--- config.mk ---
export PLATFORM = sky130hd
export DESIGN_NAME = ecp_rev_rx
export DESIGN_NICKNAME = d
export VERILOG_FILES = /design/src/rtl/ecp_rev_rx_pkg.sv /design/src/rtl/ecp_rev_rx_timer.sv /design/src/rtl/ecp_rev_rx_rle.sv /design/src/rtl/ecp_rev_rx.sv
export SDC_FILE = /design/constraint.sdc
export NUM_CORES = 1
export LEC_CHECK = 0
export BUFFER_PORTS_ARGS = -buffer_cell sky130_fd_sc_hd__buf_2
export CAP_MARGIN = 0
export CELL_PAD_IN_SITES_DETAIL_PLACEMENT = 1
export CELL_PAD_IN_SITES_GLOBAL_PLACEMENT = 1
export CORE_UTILIZATION = 42
export DETAILED_ROUTE_END_ITERATION = 10
export GPL_TIMING_DRIVEN = 0
export PLACE_DENSITY = 0.76
export RECOVER_POWER = 50
export SYNTH_ARGS = -nofsm -noshare
export SYNTH_HDL_FRONTEND = slang
export SYNTH_SLANG_ARGS = --single-unit
--- constraint.sdc ---
create_clock -name clk -period 4.77 [get_ports clk]
set_input_delay 0.2385 -clock clk [delete_from_list [all_inputs] [get_ports clk]]
set_output_delay 0.2385 -clock clk [all_outputs]
set_load 0.005 [all_outputs]
--- src/rtl/ecp_rev_rx_pkg.sv ---
package ecp_rev_rx_pkg;
    typedef enum logic [2:0] {
        S_IDLE,
        S_ENTRY,
        S_SETUP,
        S_REV_WAIT,
        S_WAIT_ACK,
        S_ACK_HI,
        S_EMIT,
        S_FWD_WAIT
    } rx_state_t;
endpackage

--- src/rtl/ecp_rev_rx_timer.sv ---
module ecp_rev_rx_timer #(
    parameter int CW = 11
) (
    input  logic          clk,
    input  logic          rst_n,
    input  logic          clear_i,
    input  logic          tick_i,
    input  logic [CW-1:0] limit_i,
    output logic          expired_o
);
    logic [CW-1:0] cnt_q;

    always_ff @(posedge clk or negedge rst_n) begin
        if (!rst_n)       cnt_q <= '0;
        else if (clear_i) cnt_q <= '0;
        else if (tick_i)  cnt_q <= cnt_q + 1'b1;
    end

    assign expired_o = tick_i && (cnt_q == limit_i - 1'b1);
endmodule

--- src/rtl/ecp_rev_rx_rle.sv ---
module ecp_rev_rx_rle #(
    parameter int DW = 8
) (
    input  logic          clk,
    input  logic          rst_n,
    input  logic          flush_i,
    input  logic          cap_i,
    input  logic          is_data_i,
    input  logic [DW-1:0] byte_i,
    input  logic          pop_i,
    output logic          pending_o,
    output logic          last_o,
    output logic [DW-1:0] byte_o
);
    localparam int RW = DW - 1;

    logic [RW-1:0] run_q;
    logic [RW-1:0] rem_q;
    logic [DW-1:0] byte_q;
    logic          pend_q;

    always_ff @(posedge clk or negedge rst_n) begin
        if (!rst_n) begin
            run_q  <= '0;
            rem_q  <= '0;
            byte_q <= '0;
            pend_q <= 1'b0;
        end else if (flush_i) begin
            run_q  <= '0;
            rem_q  <= '0;
            pend_q <= 1'b0;
        end else if (cap_i) begin
            if (is_data_i) begin
                byte_q <= byte_i;
                rem_q  <= run_q;
                run_q  <= '0;
                pend_q <= 1'b1;
            end else if (!byte_i[DW-1]) begin
                run_q <= byte_i[RW-1:0];
            end
        end else if (pop_i && pend_q) begin
            if (rem_q == '0) pend_q <= 1'b0;
            else             rem_q  <= rem_q - 1'b1;
        end
    end

    assign pending_o = pend_q;
    assign last_o    = (rem_q == '0);
    assign byte_o    = byte_q;
endmodule

--- src/rtl/ecp_rev_rx.sv ---
module ecp_rev_rx
    import ecp_rev_rx_pkg::*;
#(
    parameter int DW          = 8,
    parameter int SETUP_TICKS = 1,
    parameter int RESP_TICKS  = 6,
    parameter int IDLE_TICKS  = 2000
) (
    input  logic          clk,
    input  logic          rst_n,
    input  logic          tick_i,
    input  logic          start_rev_i,
    input  logic          start_fwd_i,
    input  logic          ack_n_i,
    input  logic          busy_i,
    input  logic          perror_i,
    input  logic [DW-1:0] data_i,
    output logic          autofd_n_o,
    output logic          init_n_o,
    output logic          dir_in_o,
    output logic          out_valid_o,
    output logic [DW-1:0] out_data_o,
    input  logic          out_ready_i,
    output logic          err_o
);
    localparam int MAXT = (IDLE_TICKS > RESP_TICKS) ?
                          ((IDLE_TICKS > SETUP_TICKS) ? IDLE_TICKS : SETUP_TICKS) :
                          ((RESP_TICKS > SETUP_TICKS) ? RESP_TICKS : SETUP_TICKS);
    localparam int CW = $clog2(MAXT + 1);
    localparam logic [CW-1:0] LIM_SETUP = CW'(SETUP_TICKS);
    localparam logic [CW-1:0] LIM_RESP  = CW'(RESP_TICKS);
    localparam logic [CW-1:0] LIM_IDLE  = CW'(IDLE_TICKS);

    rx_state_t     state_q, state_d;
    logic          dir_q, err_q;
    logic          timeout;
    logic [CW-1:0] limit;
    logic          expired;
    logic          state_chg;
    logic          cap, pop, flush;
    logic          pending, last;
    logic [DW-1:0] emit_byte;

    assign state_chg = (state_d != state_q);

    ecp_rev_rx_timer #(.CW(CW)) u_timer (
        .clk       (clk),
        .rst_n     (rst_n),
        .clear_i   (state_chg),
        .tick_i    (tick_i),
        .limit_i   (limit),
        .expired_o (expired)
    );

    ecp_rev_rx_rle #(.DW(DW)) u_rle (
        .clk       (clk),
        .rst_n     (rst_n),
        .flush_i   (flush),
        .cap_i     (cap),
        .is_data_i (busy_i),
        .byte_i    (data_i),
        .pop_i     (pop),
        .pending_o (pending),
        .last_o    (last),
        .byte_o    (emit_byte)
    );

    assign pop   = out_valid_o && out_ready_i;
    assign flush = state_chg && ((state_d == S_IDLE) || (state_d == S_FWD_WAIT));

    // next-state logic
    always_comb begin
        state_d = state_q;
        timeout = 1'b0;
        cap     = 1'b0;
        limit   = LIM_RESP;
        unique case (state_q)
            S_IDLE: begin
                if (start_rev_i)
                    state_d = dir_q ? S_WAIT_ACK : S_ENTRY;
                else if (start_fwd_i && dir_q)
                    state_d = S_FWD_WAIT;
            end
            S_ENTRY: begin
                if (perror_i)     state_d = S_SETUP;
                else if (expired) timeout = 1'b1;
            end
            S_SETUP: begin
                limit = LIM_SETUP;
                if (expired) state_d = S_REV_WAIT;
            end
            S_REV_WAIT: begin
                if (!perror_i)    state_d = S_WAIT_ACK;
                else if (expired) timeout = 1'b1;
            end
            S_WAIT_ACK: begin
                limit = LIM_IDLE;
                if (!ack_n_i) begin
                    state_d = S_ACK_HI;
                    cap     = 1'b1;
                end else if (start_fwd_i) begin
                    state_d = S_FWD_WAIT;
                end else if (expired) begin
                    timeout = 1'b1;
                end
            end
            S_ACK_HI: begin
                if (ack_n_i)      state_d = pending ? S_EMIT : S_WAIT_ACK;
                else if (expired) timeout = 1'b1;
            end
            S_EMIT: begin
                if (out_ready_i && last) state_d = S_WAIT_ACK;
            end
            S_FWD_WAIT: begin
                if (perror_i)     state_d = S_IDLE;
                else if (expired) timeout = 1'b1;
            end
            default: state_d = S_IDLE;
        endcase
        if (timeout) state_d = S_IDLE;
    end

    // state register, direction and error flag
    always_ff @(posedge clk or negedge rst_n) begin
        if (!rst_n) begin
            state_q <= S_IDLE;
            dir_q   <= 1'b0;
            err_q   <= 1'b0;
        end else begin
            state_q <= state_d;
            if (state_q == S_ENTRY && state_d == S_SETUP)
                dir_q <= 1'b1;
            else if (state_q == S_FWD_WAIT && state_d == S_IDLE && !timeout)
                dir_q <= 1'b0;
            if (timeout)
                err_q <= 1'b1;
            else if (state_q == S_IDLE && state_d != S_IDLE)
                err_q <= 1'b0;
        end
    end

    // outputs from state
    always_comb begin
        autofd_n_o  = 1'b0;
        init_n_o    = 1'b0;
        dir_in_o    = 1'b1;
        out_valid_o = 1'b0;
        unique case (state_q)
            S_IDLE: begin
                autofd_n_o = !dir_q;
                init_n_o   = !dir_q;
                dir_in_o   = dir_q;
            end
            S_ENTRY: begin
                init_n_o = 1'b1;
                dir_in_o = 1'b0;
            end
            S_SETUP:    init_n_o    = 1'b1;
            S_REV_WAIT: init_n_o    = 1'b0;
            S_WAIT_ACK: init_n_o    = 1'b0;
            S_ACK_HI:   autofd_n_o  = 1'b1;
            S_EMIT:     out_valid_o = 1'b1;
            S_FWD_WAIT: init_n_o    = 1'b1;
            default: ;
        endcase
    end

    assign out_data_o = emit_byte;
    assign err_o      = err_q;
endmodule

## Word-level counts from Yosys, hierarchy flattened

Cells that the tools add are included.
Widths: inputs -> output; s select.

- Bits in registers: 39
- Output and inout bits: 13
- Logic and storage cells: 103

- Add/subtract/negate cells: 3
- Eq/ne operators: 14
- Multiplexer cells: 48
- Bitwise logic cells: 1
- Reduce and logical (&&, ||, !) cells: 29

Operators by type and width:

| kind | count |
|---|---|
| $mux 7 | 9 |
| $mux 3 | 12 |
| $pmux 3 s8 | 1 |
| $mux 11 | 2 |
| $pmux 11 s2 | 1 |
| $mux 1 | 18 |
| $eq 3x3->1 const B | 5 |
| $add 11x1->11 const B | 1 |
| $eq 11x11->1 | 1 |
| $sub 11x1->11 const B | 1 |
| $logic_and 1x1->1 | 10 |
| $eq 3x2->1 const B | 3 |
| $reduce_and 3->1 | 3 |
| $reduce_bool 3->1 | 3 |
| $reduce_bool 2->1 | 4 |
| $logic_not 7->1 | 1 |
| $sub 7x1->7 const B | 1 |
| $logic_not 3->1 | 2 |
| $ne 3x2->1 const B | 2 |
| $pmux 1 s2 | 3 |
| $pmux 1 s4 | 1 |
| $eq 3x1->1 const B | 1 |
| $ne 3x3->1 | 1 |
| $ne 3x3->1 const B | 1 |
| other kinds (7) | 8 |

## Depth between registers and ports, before layout

- Word-level depth: 15
- Mapped depth: 11
- Mapped depth without buffers: 10

## By module

A second synthesis with hierarchy kept.

- Cell total of the unflattened synthesis: 300
- Area, all modules: 2691.3 µm²

Modules (own cells, without submodules):

| module | times used | cells each | area each (µm²) | seq. area each (µm²) |
|---|---|---|---|---|
| ecp_rev_rx_rle | 1 | 113 | 1163.6 | 575.6 |
| ecp_rev_rx_timer | 1 | 100 | 900.9 | 275.3 |
| ecp_rev_rx | 1 | 87 | 626.9 | 125.1 |

## Worst setup path before layout

No wires, ideal clock.

- Path kind: reg2reg
- From: register u_rle.rem_q[0]
- To: register u_rle.rem_q[6]
- Data arrival time: 2.434 ns
- Required time: 4.644 ns
- Slack: 2.210 ns
- Cell stages (with the launch flop): 12
- Period minus slack after synthesis: 2.560 ns
- Cell sequence: dfrtp_1 > inv_1 > ha_1 > or3b_1 > clkbuf_1 > o31a_1 > o41ai_2 > a22o_1 > mux2i_1 > a31oi_4 > nor3_1 > a221o_1

- Longest elaborated chain between the ends: 10
- Elaborated cells between the ends (all ways): 19

RTL lines:

| element | line | RTL |
|---|---|---|
| start: declaration | ecp_rev_rx_rle.sv:18 | `logic [RW-1:0] rem_q;` |
| start signal: assignment | ecp_rev_rx_rle.sv:35 | `rem_q <= run_q;` |
| start signal: assignment | ecp_rev_rx_rle.sv:43 | `else rem_q <= rem_q - 1'b1;` |
| $logic_not 7->1 | ecp_rev_rx_rle.sv:42, ecp_rev_rx_rle.sv:48 |  |
| $logic_and 1x1->1 | ecp_rev_rx.sv:112 | `if (out_ready_i && last) state_d = S_WAIT_ACK;` |
| $mux 3 | ecp_rev_rx.sv:112 |  |
| $pmux 3 s8 | ecp_rev_rx.sv:77 | `unique case (state_q)` |
| $mux 3 | ecp_rev_rx.sv:120 | `if (timeout) state_d = S_IDLE;` |
| $eq 3x3->1 or $logic_not 3->1 (tied branches) | ecp_rev_rx.sv:69 | `assign flush = state_chg && ((state_d == S_IDLE) \|\| (state_d == S_FWD_WAIT));` |
| $logic_or 1x1->1 | ecp_rev_rx.sv:69 |  |
| $logic_and 1x1->1 | ecp_rev_rx.sv:69 |  |
| $ne 3x3->1 (no source line), or another cell as far along | -- |  |
| $reduce_and 3->1 (no source line) | -- |  |

Parallel ways exist; a longest one is shown, timed or not. The select of a mux whose other input is x is not followed.
A chain may end at the register's enable or synchronous reset.

## Worst setup path after layout

Ends and elaborated chain as after synthesis.

==> results.txt <==
----------------------------------------------------
[Outcome]
  Outcome ... finished, violations left
  Violated checks ... capacitance limit, slew limit

[Clocking]
  Number of buffers inserted during clock tree synthesis ... 5
  CTS tree ... done
  Max clock buf depth ... 2
  Resized Gates After CTS ... 0
  Sink count of the clock tree ... 39
  Level count of the clock H-tree ... 2
  Post-CTS setup buffer count ... 0
  Clock root buffer ... sky130_fd_sc_hd__clkbuf_8
  Cts hold-fix bufs ... 0
  Clock slew at reported path FFs ... around 90 ps
  Later-pin clock latency in the skew report ... roughly 300 ps

[Global route]
  Vias in the first global route ... between 1500 and 2000
  Number of antenna violations at the first check in global routing ... 0
  Overall track demand over capacity in global routing ... 20.2%
  Pin count of the biggest net entering global routing ... 40
  Wire length of the first global-routing pass ... 9400 um
  Total gr overflow ... 0

[Yosys]
  Cell type with the largest total area after synthesis ... sky130_fd_sc_hd__dfrtp_1
  Mean Syn Cell Area ... 8.98 um^2
  Synthesized instance count ... 257
  Share of synthesized area occupied by flip-flops and latches ... a little over two fifths
  Synthesized cell area ... 0.00231 mm^2
  Main synth FF type ... sky130_fd_sc_hd__dfrtp_1
  Synth cell types ... 54
  Synthesized Nets ... 276
  Number of register bits inferred by synthesis ... 39
  Post-synth EDFFs ... 0
  Area share of the largest cell type after synthesis ... between 40% and 50%
  FFs w/ async S/R, synth ... 100%
  Count of yosys warnings during synthesis ... 0
  Synth area leaders ... sky130_fd_sc_hd__dfrtp_1, sky130_fd_sc_hd__nor2_1, sky130_fd_sc_hd__nand2_1

[Timing]
  Maximum frequency from static timing analysis ... approximately 340 MHz
  Setup TNS Final ... 0 ps
  Worst Setup Slack, final ... about 1800 ps
  Shortest period the worst path allows ... just under 3000 ps
  Hold Slack ... around 140 ps
  Number of pins with negative max-slew slack in the final report ... 40
  Final count of negative-setup-slack endpoints ... 0
  Slew of the pin with the lowest slew margin ... between 2000 and 2500 ps
  RSZ-0062 raised after global routing ... false
  Share of the cycle needed by the critical path after routing ... about 62%
  Relative max-transition margin ... -41.6%
  Number of hold violations in the final report ... 0
  Clock Skew ... around 7.4 ps

[Worst setup path]
  Reg-to-reg critical path endpoint ... u_rle.rem_q[6]$_DFFE_PN0P_
  CP Data Arrival Time ... between 3000 and 4000 ps
  FF-to-FF Start ... u_rle.rem_q[0]$_DFFE_PN0P_
  Maximum fanout along the worst path ... 6
  List of cells traversed by the critical path ... inv_1 > ha_1 > or3b_1 > clkbuf_1 > o31a_1 > o41ai_2 > a22o_1 > mux2i_1 > a31oi_4 > nor3_1 > a221o_1
  Cell type of the slowest stage on the worst timing path ... sky130_fd_sc_hd__dfrtp_1
  R2r worst-path depth ... 11
  Register-to-register setup slack ... roughly 1800 ps
  Crit path buf inv count ... 2
  Startpoint types ... flip-flop
  Top cell family by delay on the critical path ... compound AO/OA/AOI/OAI gates
  Critical path start-end classification ... reg2reg
  Kind of end point of the critical path ... flip-flop
  Crit path largest cell delay ... 420 ps
  Required time of the critical path ... approximately 5000 ps

[Drt]
  First-pass iteration count of the detailed router ... 4
  Wirelength per Cell ... ~15 um
  Vias ... 1944
  Drc violations ... 0
  Initial DRC Count ... between 70 and 80
  Post-DR vias/cell ... about 5.3
  Total wire length ... between 5000 and 6000 um
  ANT nets after route ... 0

[Placement]
  Port bufs ... 29
  Routability congestion estimate ... around 0.8
  Worst setup slack before clock tree synthesis ... approximately 1900 ps
  Detailed placer's ending HPWL ... between 3000 and 4000 um
  Placed standard-cell area ... 0.00254 mm^2

[Cells and area]
  Fill count ... ~640
  Final Cell Area ... ~0.0027 mm^2
  Area delta synth->final ... 15.0%
  Fraction of layout cells with a size suffix above 1 ... roughly a fifth
  Final Core Density ... roughly half
  NumNets Final ... 312
  Diodes inserted ... 0

[Floorplanning]
  Core box area ... ~0.0052 mm^2
  Placement row count ... 26
  Initial cell density of the core ... 44.4%
  Area of the die ... 0.00580 mm^2
  Vertical extent of the die ... 76.1 um
  Die span in x ... around 76 um
  Boundary Pins ... 30

[Power]
  Pleak ... ~1.2 nW
  Maximum vdd ir drop ... 0.000263 V
  Power density cells ... approximately 600 mW/mm^2

[Run]
  Count of max-cap constraint violations ... 1

[Min path]
  Type of the tightest min-delay check ... in2reg
  Worst Min Path Start ... data_i[1]
  Cell depth of the worst hold path ... 3
  Hold Path End ... u_rle.byte_o[1]$_DFFE_PN0P_

----------------------------------------------------
-- cell families after synthesis --
group / count (synthesis) / share of synthesized area, %
AO/OA/AOI/OAI: 54 / 18.1
XOR/XNOR: 11 / 4.17
adder cells (fa/ha/maj): 2 / 1.08
buffers and inverters: 19 / 3.69
flip-flops: 39 / 42.3
multiplexers: 9 / 3.96
AND/OR/NAND/NOR: 123 / 26.7
-- flip-flops by register name, summed over array words and instances (netlist names) --
signal           count
err_o                1
u_rle.byte_o         8
u_rle.pending_o      1
u_rle.run_q          7
u_timer.cnt_q       11
u_rle.rem_q          7
state_q              3
dir_q                1
-- area by class of cell --
| cell class | count | area [um^2] | area share (%) |
|---|---|---|---|
| clock buffer | 5 | 68.8 | 2.59 |
| multi-input combinational | 199 | 1250 | 47.0 |
| sequential | 39 | 976 | 36.8 |
| timing repair buffer | 29 | 141 | 5.33 |
| inverter | 7 | 26.3 | 0.990 |
| buffer | 12 | 58.8 | 2.22 |
| tap | 70 | 87.6 | 3.30 |
| clock inverter | 3 | 47.5 | 1.79 |
-- cells in the final DEF (no fill, tap or decap), types with 2 or more instances in the layout --
master and instances:
sky130_fd_sc_hd__a21oi_1 16, sky130_fd_sc_hd__and2_1 3, sky130_fd_sc_hd__nor3b_1 10, sky130_fd_sc_hd__a31o_2 2, sky130_fd_sc_hd__nor3_1 7, sky130_fd_sc_hd__or2_2 4
sky130_fd_sc_hd__xnor2_1 5, sky130_fd_sc_hd__o21a_1 2, sky130_fd_sc_hd__mux2i_1 8, sky130_fd_sc_hd__nor2_1 36, sky130_fd_sc_hd__nand3b_1 2, sky130_fd_sc_hd__or3_1 3
sky130_fd_sc_hd__a21o_1 2, sky130_fd_sc_hd__nor2b_1 3, sky130_fd_sc_hd__ha_1 2, sky130_fd_sc_hd__buf_2 28, sky130_fd_sc_hd__nand4_1 3, sky130_fd_sc_hd__a221o_1 2
sky130_fd_sc_hd__o22ai_1 3, sky130_fd_sc_hd__nand2_1 33, sky130_fd_sc_hd__xor2_1 6, sky130_fd_sc_hd__inv_1 7, sky130_fd_sc_hd__nand3_1 6, sky130_fd_sc_hd__clkbuf_8 5
sky130_fd_sc_hd__and3_1 3, sky130_fd_sc_hd__nor4_1 3, sky130_fd_sc_hd__clkbuf_1 11, sky130_fd_sc_hd__dfrtp_1 39, sky130_fd_sc_hd__o21ai_0 11
-- cell usage after synthesis, types with 2 or more instances --
cell / count
sky130_fd_sc_hd__a21oi_1: 16
sky130_fd_sc_hd__xor2_1: 6
sky130_fd_sc_hd__inv_1: 7
sky130_fd_sc_hd__nor4_1: 3
sky130_fd_sc_hd__or3_1: 3
sky130_fd_sc_hd__nor2_1: 36
sky130_fd_sc_hd__or2_2: 4
sky130_fd_sc_hd__nand3b_1: 2
sky130_fd_sc_hd__and3_1: 3
sky130_fd_sc_hd__o21ai_0: 11
sky130_fd_sc_hd__nor3_1: 7
sky130_fd_sc_hd__nand3_1: 6
sky130_fd_sc_hd__nand2_1: 33
sky130_fd_sc_hd__o22ai_1: 3
sky130_fd_sc_hd__a31o_2: 2
sky130_fd_sc_hd__o21a_1: 2
sky130_fd_sc_hd__nor2b_1: 3
sky130_fd_sc_hd__a221o_1: 2
sky130_fd_sc_hd__clkbuf_1: 8
sky130_fd_sc_hd__xnor2_1: 5
sky130_fd_sc_hd__buf_2: 2
sky130_fd_sc_hd__mux2i_1: 8
sky130_fd_sc_hd__a21o_1: 2
sky130_fd_sc_hd__ha_1: 2
sky130_fd_sc_hd__and2_1: 3
sky130_fd_sc_hd__nand4_1: 3
sky130_fd_sc_hd__dfrtp_1: 39
sky130_fd_sc_hd__nor3b_1: 10
-- metal layers --
layer,up-vias,global-route usage (%),share of wire [%]
li1,981,-,-
met1,932,25.6,47
met2,29,35.0,50
met3,2,4.19,3.1
met4,0,5.00,0.45
met5,-,0,0
-- worst register-to-register path: stages, from the launching register on --
cell and delay [ps]:
sky130_fd_sc_hd__dfrtp_1 420, sky130_fd_sc_hd__inv_1 80, sky130_fd_sc_hd__ha_1 180, sky130_fd_sc_hd__or3b_1 350
sky130_fd_sc_hd__clkbuf_1 170, sky130_fd_sc_hd__o31a_1 340, sky130_fd_sc_hd__o41ai_2 390, sky130_fd_sc_hd__a22o_1 190
sky130_fd_sc_hd__mux2i_1 110, sky130_fd_sc_hd__a31oi_4 250, sky130_fd_sc_hd__nor3_1 90, sky130_fd_sc_hd__a221o_1 260
-- power breakdown --
part	switching (mW)	internal (mW)
Combinational	0.486	0.335
Sequential	0.0815	0.435
Clock	0.132	0.159
Total	0.699	0.929
-- how the worst max path moves through the flow --
stage,start,to,depth (start not counted)
after floorplan,u_rle.rem_q[0]$_DFFE_PN0P_,u_rle.rem_q[6]$_DFFE_PN0P_,11
after global placement,u_rle.rem_q[0]$_DFFE_PN0P_,u_rle.rem_q[6]$_DFFE_PN0P_,11
after detailed placement,u_rle.rem_q[0]$_DFFE_PN0P_,u_rle.run_q[1]$_DFFE_PN0P_,11
after CTS,u_rle.rem_q[0]$_DFFE_PN0P_,u_rle.rem_q[4]$_DFFE_PN0P_,11
after global routing,u_rle.rem_q[0]$_DFFE_PN0P_,u_rle.rem_q[6]$_DFFE_PN0P_,11
final,u_rle.rem_q[0]$_DFFE_PN0P_,u_rle.rem_q[6]$_DFFE_PN0P_,11
-- through the flow --
step	cells	total power, mW
3_3_place_gp	356	1.33
5_1_grt	364	1.76
3_5_place_dp	356	1.35
6_report	364	1.63
2_1_floorplan	257	1.12
4_1_cts	364	1.65
Power figures use the tool's default switching activity.
